File: src/rtl/mc_pkg.sv
package mc_pkg;
  typedef enum logic [1:0] {
    MAP_NARROW16 = 2'd0,
    MAP_WIDE16   = 2'd1,
    MAP_FULL32   = 2'd2
  } map_mode_e;

  localparam logic [2:0] WIN_OUTER = 3'b011;
  localparam logic [3:0] PAGE_INNER = 4'h8;
  localparam logic [3:0] PAGE_CTRL  = 4'h9;
  localparam logic [1:0] SUB_MIRR   = 2'd0;
  localparam logic [1:0] SUB_MISC   = 2'd2;
endpackage

File: src/rtl/mc_rst_sync.sv
module mc_rst_sync (
  input  logic clk,
  input  logic arst_n,
  output logic sync_n
);
  logic [1:0] stage_q;

  always_ff @(posedge clk or negedge arst_n) begin
    if (!arst_n) stage_q <= 2'b00;
    else         stage_q <= {stage_q[0], 1'b1};
  end

  assign sync_n = stage_q[1];
endmodule

File: src/rtl/mc_reg_file.sv
module mc_reg_file #(
  parameter int ADDR_W  = 16,
  parameter int DATA_W  = 8,
  parameter int OUTER_W = 8
) (
  input  logic               clk,
  input  logic               sys_rst_n,
  input  logic               outer_rst_n,
  input  logic [ADDR_W-1:0]  addr,
  input  logic [DATA_W-1:0]  data,
  input  logic               wr,
  output logic [OUTER_W-1:0] outer_q,
  output logic [DATA_W-1:0]  inner_q,
  output logic [DATA_W-1:0]  mirr_q,
  output logic [DATA_W-1:0]  misc_q,
  output logic [DATA_W-1:0]  latch_q
);
  import mc_pkg::*;

  localparam int TOP = ADDR_W - 1;

  logic hit_outer, hit_rom, hit_inner, hit_mirr, hit_misc;
  logic [OUTER_W-1:0] outer_d;
  logic [DATA_W-1:0]  inner_d, mirr_d, misc_d, latch_d;

  always_comb begin
    hit_outer = wr && (addr[TOP -: 3] == WIN_OUTER) && misc_q[0];
    hit_rom   = wr && addr[TOP];
    hit_inner = hit_rom && (addr[TOP -: 4] == PAGE_INNER);
    hit_mirr  = hit_rom && (addr[TOP -: 4] == PAGE_CTRL) && (addr[3:2] == SUB_MIRR);
    hit_misc  = hit_rom && (addr[TOP -: 4] == PAGE_CTRL) && (addr[3:2] == SUB_MISC);

    outer_d = hit_outer ? addr[OUTER_W-1:0] : outer_q;
    inner_d = hit_inner ? data : inner_q;
    mirr_d  = hit_mirr  ? data : mirr_q;
    misc_d  = hit_misc  ? data : misc_q;
    latch_d = hit_rom   ? data : latch_q;
  end

  always_ff @(posedge clk or negedge outer_rst_n) begin
    if (!outer_rst_n) outer_q <= '0;
    else if (hit_outer) outer_q <= outer_d;
  end

  always_ff @(posedge clk or negedge sys_rst_n) begin
    if (!sys_rst_n) begin
      inner_q <= '0;
      mirr_q  <= '0;
      misc_q  <= '0;
      latch_q <= '0;
    end else begin
      if (hit_inner) inner_q <= inner_d;
      if (hit_mirr)  mirr_q  <= mirr_d;
      if (hit_misc)  misc_q  <= misc_d;
      if (hit_rom)   latch_q <= latch_d;
    end
  end
endmodule

File: src/rtl/mc_bank_map.sv
module mc_bank_map #(
  parameter int DATA_W  = 8,
  parameter int OUTER_W = 8,
  parameter int BANK_W  = OUTER_W + 3
) (
  input  logic [OUTER_W-1:0] outer,
  input  logic [DATA_W-1:0]  inner,
  input  logic [DATA_W-1:0]  mirr,
  input  logic [DATA_W-1:0]  latch,
  output mc_pkg::map_mode_e  mode,
  output logic [BANK_W-1:0]  bank_lo,
  output logic [BANK_W-1:0]  bank_hi,
  output logic [1:0]         mirror
);
  import mc_pkg::*;

  localparam int WIDE_W   = 4;
  localparam int NARROW_W = 3;
  localparam int FULL_W   = 3;

  logic [BANK_W-2:0] bank32;

  always_comb begin
    if (outer[3])      mode = MAP_FULL32;
    else if (outer[2]) mode = MAP_WIDE16;
    else               mode = MAP_NARROW16;

    bank32  = {outer[OUTER_W-1:1], latch[FULL_W-1:0]};
    bank_lo = '0;
    bank_hi = '0;
    mirror  = mirr[1:0];
    unique case (mode)
      MAP_FULL32: begin
        bank_lo = {bank32, 1'b0};
        bank_hi = {bank32, 1'b1};
        mirror  = {1'b1, latch[4]};
      end
      MAP_WIDE16: begin
        bank_lo = {outer[OUTER_W-1:1], inner[WIDE_W-1:0]};
        bank_hi = {outer[OUTER_W-1:1], {WIDE_W{1'b1}}};
      end
      default: begin
        bank_lo = {outer, inner[NARROW_W-1:0]};
        bank_hi = {outer, {NARROW_W{1'b1}}};
      end
    endcase
  end
endmodule

File: src/rtl/multicart_prg_ctrl.sv
module multicart_prg_ctrl #(
  parameter int ADDR_W  = 16,
  parameter int DATA_W  = 8,
  parameter int OUTER_W = 8,
  parameter int CHR_W   = 4,
  parameter int BANK_W  = OUTER_W + 3
) (
  input  logic              clk,
  input  logic              por_n,
  input  logic              rst_n,
  input  logic [ADDR_W-1:0] cpu_addr,
  input  logic [DATA_W-1:0] cpu_data,
  input  logic              cpu_wr,
  output logic [BANK_W-1:0] prg_bank_lo,
  output logic [BANK_W-1:0] prg_bank_hi,
  output logic [1:0]        mirror,
  output logic [CHR_W-1:0]  chr_bank
);
  logic por_q_n, con_q_n, outer_q_n;
  logic [OUTER_W-1:0] outer_q;
  logic [DATA_W-1:0]  inner_q, mirr_q, misc_q, latch_q;
  mc_pkg::map_mode_e  mode;

  mc_rst_sync u_por_sync (.clk(clk), .arst_n(por_n), .sync_n(por_q_n));
  mc_rst_sync u_con_sync (.clk(clk), .arst_n(rst_n), .sync_n(con_q_n));

  assign outer_q_n = por_q_n & con_q_n;

  mc_reg_file #(.ADDR_W(ADDR_W), .DATA_W(DATA_W), .OUTER_W(OUTER_W)) u_regs (
    .clk(clk), .sys_rst_n(por_q_n), .outer_rst_n(outer_q_n),
    .addr(cpu_addr), .data(cpu_data), .wr(cpu_wr),
    .outer_q(outer_q), .inner_q(inner_q), .mirr_q(mirr_q),
    .misc_q(misc_q), .latch_q(latch_q)
  );

  mc_bank_map #(.DATA_W(DATA_W), .OUTER_W(OUTER_W), .BANK_W(BANK_W)) u_map (
    .outer(outer_q), .inner(inner_q), .mirr(mirr_q), .latch(latch_q),
    .mode(mode), .bank_lo(prg_bank_lo), .bank_hi(prg_bank_hi), .mirror(mirror)
  );

  assign chr_bank = '0;
endmodule

File: config.mk
export PLATFORM = sky130hd
export DESIGN_NAME = multicart_prg_ctrl
export DESIGN_NICKNAME = d
export VERILOG_FILES = /design/src/rtl/mc_pkg.sv /design/src/rtl/mc_rst_sync.sv /design/src/rtl/mc_reg_file.sv /design/src/rtl/mc_bank_map.sv /design/src/rtl/multicart_prg_ctrl.sv
export SDC_FILE = /design/constraint.sdc
export NUM_CORES = 1
export LEC_CHECK = 0
export BUFFER_PORTS_ARGS = -buffer_cell sky130_fd_sc_hd__buf_2
export CAP_MARGIN = 20
export CORE_ASPECT_RATIO = 0.5
export CORE_MARGIN = 2
export CORE_UTILIZATION = 40
export CTS_CLUSTER_DIAMETER = 150
export CTS_CLUSTER_SIZE = 8
export DETAILED_ROUTE_END_ITERATION = 6
export PLACE_DENSITY = 0.74
export SLEW_MARGIN = 20
export SYNTH_ARGS = -nofsm -noshare
export SYNTH_HDL_FRONTEND = slang
export SYNTH_SLANG_ARGS = --single-unit
File: constraint.sdc
create_clock -name clk -period 1.2 [get_ports clk]
set_clock_uncertainty 0.15 [all_clocks]
set_input_delay 0.18 -clock clk [delete_from_list [all_inputs] [get_ports clk]]
set_output_delay 0.18 -clock clk [all_outputs]
set_load 0.02 [all_outputs]
==> reports/results.txt, run 1 <==
Status: finished, violations left
Failing checks: negative setup slack
Largest net degree at the start of global routing: 13
Unrepaired setup endpoints after global routing: yes
Floorplan row count: 13
Critical path peak fanout: 8
Number of H-tree levels: 1
Post-Route Utilization: 0.6387
Syn avg cell area: 13.11 sq um
Crit end category: primary output
Layout cells sized above 1: 0.6835
Netlist cell types: 16
Die height: 41.54 um
CP max stage delay: 480 ps
GP Congestion: 0.8024
Sequential cell area: 578.1 sq um
Kind of cell adding the most delay to the critical path: flip-flops
EDFF count, synth: 0
I/O Pins: 56
Most frequent cell after synthesis: dfrtp_1
Clk Latency, worst-skew pair: 250 ps
Flops & latches, synth: 23
Wirelength per Cell: 12.09 um
Slowest CP cell: dfrtp_2
Synth Instances: 86
Fin Setup TNS: -3577 ps
Fin worst setup slack: -418.8 ps
Fillcell total: 208
Worst path arrival time: 1290 ps
Fmax: 0.6177 GHz
Commonest cells post-synth: 23 x dfrtp_1, 22 x mux2_2, 19 x buf_4
Yosys synthesis warning count: 0
Worst setup path class: flop to primary output
Commonest register cell after synthesis: dfrtp_1
Final worst-path cycle share: 1.349
Root Driver: clkbuf_8
Via count: 767
Seq/Total Area, Yosys: 0.5105
Final Setup Violations: 14
CP Data Required Time: 870 ps
Fin nets: 168
WL final: 2127 um
Core area: 2635 sq um
VDD IR max: 0.6351 mV
Vias/cell: 4.358
Crit path time final: 1619 ps
Synth top area share: 0.5105
Pleak: 0.8628 nW
Vias in the first global route: 851
Die W: 79.08 um
Global-route wire length before repair: 3774 um
Synth area leader: dfrtp_1
Top cells by area, synth: dfrtp_1 51%, mux2_2 22%, buf_4 13%
Synthesized area: 1127 sq um
Dpl hpwl: 1537 um
Gr ovfl total: 0
ANT cells: 0
Startpoint Class: flop
Area growth, synth to finish: 49.28%
CP cell instances: buf_6 -> a211oi_4 -> nor2_4 -> buf_6
CTS Buf Count: 3
Final Max Tran Viols: 0
Ys async rst share: 1.000
CP Buf/Inv Count: 2
CTS tree: built
Crit path top cell by count: buf_6
Initial antenna violation count: 0
Pre-antenna DRT Iters: 3
Starting density of the core: 0.4278
First DRT Iteration DRCs: 43
Final hold vios: 0
ANT nets after route: 0
Worst slack at placement: -248.9 ps
Worst-path clk slew: 70 ps
Power Dens Cells: 1433 nW/um^2
DRC errors left: 0
Port buffer count: 43
Die Area: 3285 sq um
Hold WC Path Type: input pin to flop
CTS max path bufs: 2
Maxcap violations: 0
Global Route Usage Sum: 0.1495
Area of the multi-input gates: 529.3 sq um
CTS Sinks: 23
## where the power goes
group          switching (mW)  internal (mW)  leakage, nW
Sequential             0.0931          0.891        0.287
Clock                   0.221          0.236       0.0228
Combinational           0.435          0.536        0.553
Total                   0.749           1.66        0.863
## area by class of cell
class	instances	area share
clock buffer	4	0.02677
tap	37	0.02751
timing repair buffer	64	0.2877
multi-input combinational	48	0.3145
sequential	23	0.3435
## placed cells by master (no fill, tap or decap)
| master | count |
|---|---|
| a211oi_4 | 1 |
| and2_1 | 1 |
| buf_2 | 32 |
| buf_4 | 7 |
| buf_6 | 17 |
| clkbuf_1 | 1 |
| clkbuf_8 | 3 |
| conb_1 | 7 |
| dfrtp_1 | 21 |
| dfrtp_2 | 2 |
| dlygate4sd3_1 | 8 |
| mux2_2 | 13 |
| mux2_4 | 9 |
| nand2_1 | 2 |
| nand2b_4 | 2 |
| nand4_2 | 1 |
| nand4bb_4 | 1 |
| nor2_1 | 1 |
| nor2_4 | 2 |
| nor2b_1 | 2 |
| nor2b_4 | 2 |
| nor3_1 | 1 |
| nor3_4 | 1 |
| nor4b_4 | 1 |
| or2_4 | 1 |
## final timing paths
| check | cells past startpoint | start | slack, ps | endpoint |
|---|---|---|---|---|
| max reg2reg | 3 | u_regs.misc_q[0] | 0 | u_regs.outer_q[5] |
| min in group asynchronous | 1 | u_por_sync.stage_q[1] | 30 | u_regs.mirr_q[1] |
| min | 2 | cpu_addr[5] | 10 | u_regs.outer_q[5] |
| min reg2reg | 1 | u_por_sync.stage_q[1] | 30 | u_regs.mirr_q[1] |
| max | 4 | u_regs.outer_q[3] | -420 | prg_bank_lo[3] |
| max in group asynchronous | 1 | u_por_sync.stage_q[1] | 500 | u_regs.outer_q[3] |
## per-layer routing
| layer | GRT usage | vias to the layer above | share of wire |
|---|---|---|---|
| met1 | 0.1695 | 369 | 0.42 |
| met4 | 0.03103 | 0 | 0 |
| met2 | 0.2780 | 26 | 0.52 |
| li1 | - | 372 | - |
| met3 | 0.04783 | 0 | 0.055 |
| met5 | 0 | - | 0 |
## state kept, by name (all words and copies together), names as in the netlist
| signal | cells |
|---|---|
| u_regs.mirr_q | 2 |
| u_regs.outer_q | 8 |
| u_regs.inner_q | 4 |
| u_regs.latch_q | 4 |
| u_por_sync.stage_q | 2 |
| u_con_sync.stage_q | 2 |
| u_regs.misc_q | 1 |
## per-stage QoR
stage / hold WS (ps) / cell area [sq um] / power [mW] / instances
after global routing: 5.035 / 1683 / 2.556 / 176
after detailed placement: -183.2 / 1393 / 1.730 / 163
after global placement: -184.5 / 1393 / 1.714 / 163
after floorplan: -265.6 / 1197 / 1.578 / 91
final: 13.72 / 1683 / 2.411 / 176
after CTS: 2.462 / 1643 / 2.396 / 175
## what timing repair did
| item | 4_1_cts | 5_1_grt |
|---|---|---|
| endpoints found under the setup margin | 21 | 22 |
| resized for setup | 34 | 9 |
| hold buffers | 7 | 1 |
| gates cloned | 0 | 0 |
| endpoints found under the hold margin | 9 | 1 |
| setup buffers | 1 | 0 |
| pin swaps | 4 | 0 |
## kinds of logic after synthesis
kind of cell | share of synthesized area
mux | 0.2198
buf+inv | 0.1299
other cells | 0.006662
flops | 0.5105
compound gates | 0.006662
simple gates | 0.1265
(Power assumes the default switching activity.)
==> run 2, diff against run 1 <==
--- a/constraint.sdc
+++ b/constraint.sdc
@@ -4,2 +4,2 @@
 set_output_delay 0.18 -clock clk [all_outputs]
-set_load 0.02 [all_outputs]
+set_load 0.005 [all_outputs]
==> reports/results.txt, run 2 (same netlist as run 1, synthesis figures left out) <==
Status: finished, violations left
Failing checks: negative setup slack
Wirelength per Cell: 11.72 um
Global Route Usage Sum: 0.1391
Die W: 79.08 um
VDD IR max: 0.5081 mV
Final Max Tran Viols: 0
Startpoint Class: flop
Final Setup Violations: 13
Die height: 41.54 um
Clk Latency, worst-skew pair: 260 ps
Unrepaired setup endpoints after global routing: yes
M1 WL: 875 um
ANT nets after route: 0
Met3 WL: 123 um
CTS tree: built
CTS max path bufs: 2
Via count: 772
GP Congestion: 0.7440
Power Dens Cells: 1314 nW/um^2
Pleak: 0.8009 nW
Commonest cells after routing, fill and taps aside: 38 x buf_2, 21 x mux2_2, 21 x dfrtp_1
CTS Buf Count: 3
Root Driver: clkbuf_8
Fin worst setup slack: -353.5 ps
Crit path time final: 1554 ps
Most common cell after layout, fill and taps aside: buf_2
WHS: 4.807 ps
Number of H-tree levels: 1
Core area: 2635 sq um
Final worst-path cycle share: 1.295
Worst slack at placement: -239.8 ps
Worst-path clk slew: 80 ps
DRC errors left: 0
WL final: 2063 um
Layout cells sized above 1: 0.6547
Dpl hpwl: 1531 um
Die Area: 3285 sq um
First DRT Iteration DRCs: 10
Initial antenna violation count: 0
Critical path peak fanout: 6
Crit end category: primary output
Post-Route Utilization: 0.5988
Fmax: 0.6437 GHz
Worst path arrival time: 1220 ps
Port buffer count: 43
Max reg flops: 8
Hold WC Path Type: input pin to flop
Vias/cell: 4.386
Largest net degree at the start of global routing: 14
Uppermost layer routed: met4
Metal2 WL: 1049 um
I/O Pins: 56
Gr ovfl total: 0
Starting density of the core: 0.4278
Pre-antenna DRT Iters: 4
ANT cells: 0
Vias in the first global route: 790
Final hold vios: 0
Maxcap violations: 0
CTS Sinks: 23
Area growth, synth to finish: 39.96%
Regs by FF count: u_regs.outer_q: 8 flops, u_regs.inner_q: 4 flops, u_regs.latch_q: 4 flops
Global-route wire length before repair: 3477 um
CP Data Required Time: 870 ps
Fin nets: 168
Floorplan row count: 13
Biggest register: u_regs.outer_q
Worst setup path class: flop to primary output
-- run 2: cell count changes in the layout (fill, tap and decap cells not counted), moves of 2 or more --
cell      before  now
buf_2         32   38
nor2_4         2    0
nor2_1         1    3
nand2b_1       0    2
mux2_4         9    1
mux2_2        13   21
nand2b_4       2    0
buf_6         17   11
-- run 2: critical path, cell delays in order, from the launching register on --
cell and delay, ps:
dfrtp_2 470, buf_6 150, a211oi_2 150, nor2_1 70, buf_2 120
-- run 2: worst paths after layout --
kind,start,end,slack [ps],depth (start not counted)
hold / removal,cpu_addr[0],u_regs.outer_q[0],5,2
setup reg to reg,u_regs.misc_q[0],u_regs.outer_q[7],40,2
min in group asynchronous,u_por_sync.stage_q[1],u_regs.latch_q[2],20,1
setup / recovery,u_regs.outer_q[3],prg_bank_lo[3],-350,4
max in group asynchronous,u_por_sync.stage_q[1],u_regs.outer_q[3],460,1
hold reg to reg,u_por_sync.stage_q[1],u_regs.latch_q[2],20,1
-- run 2: final cells by class --
class,instances,area (sq um)
Clock buffer,3,41.29
Clock inverter,1,5.005
Fill cell,202,1057
Multi-Input combinational cell,48,460.4
Sequential cell,23,578.1
Tap cell,37,46.29
Timing Repair Buffer,64,446.7
-- run 2: per-layer routing --
layer,up-vias,global-route usage
met1,373,0.1667
met3,2,0.05000
met2,24,0.2424
met4,0,0.03103
met5,-,0
li1,373,-
-- run 2: metrics by stage --
step | cell area (sq um) | power (mW) | TNS [ps] | std cells
3_5_place_dp | 1336 | 1.463 | -3802 | 161
3_3_place_gp | 1336 | 1.445 | -3630 | 161
6_report | 1578 | 2.074 | -3468 | 176
5_1_grt | 1578 | 2.194 | -4062 | 176
4_1_cts | 1553 | 2.051 | -3604 | 175
2_1_floorplan | 1156 | 1.314 | -449.4 | 91
-- run 2: what timing repair did --
action                                 in CTS  in global routing
hold buffers                                8                  0
gates cloned                                0                  0
gates resized for setup                    17                  4
pin swaps                                   3                  1
setup endpoints to repair                  21                 18
setup buffers                               2                  1
endpoints found under the hold margin      10                  0
-- run 2: power breakdown --
| group | leakage (nW) | total (mW) | switching (mW) | internal (mW) |
|---|---|---|---|---|
| Clock | 0.0255 | 0.465 | 0.234 | 0.231 |
| Sequential | 0.287 | 0.975 | 0.0850 | 0.890 |
| Combinational | 0.488 | 0.633 | 0.219 | 0.414 |
| Total | 0.801 | 2.07 | 0.538 | 1.54 |
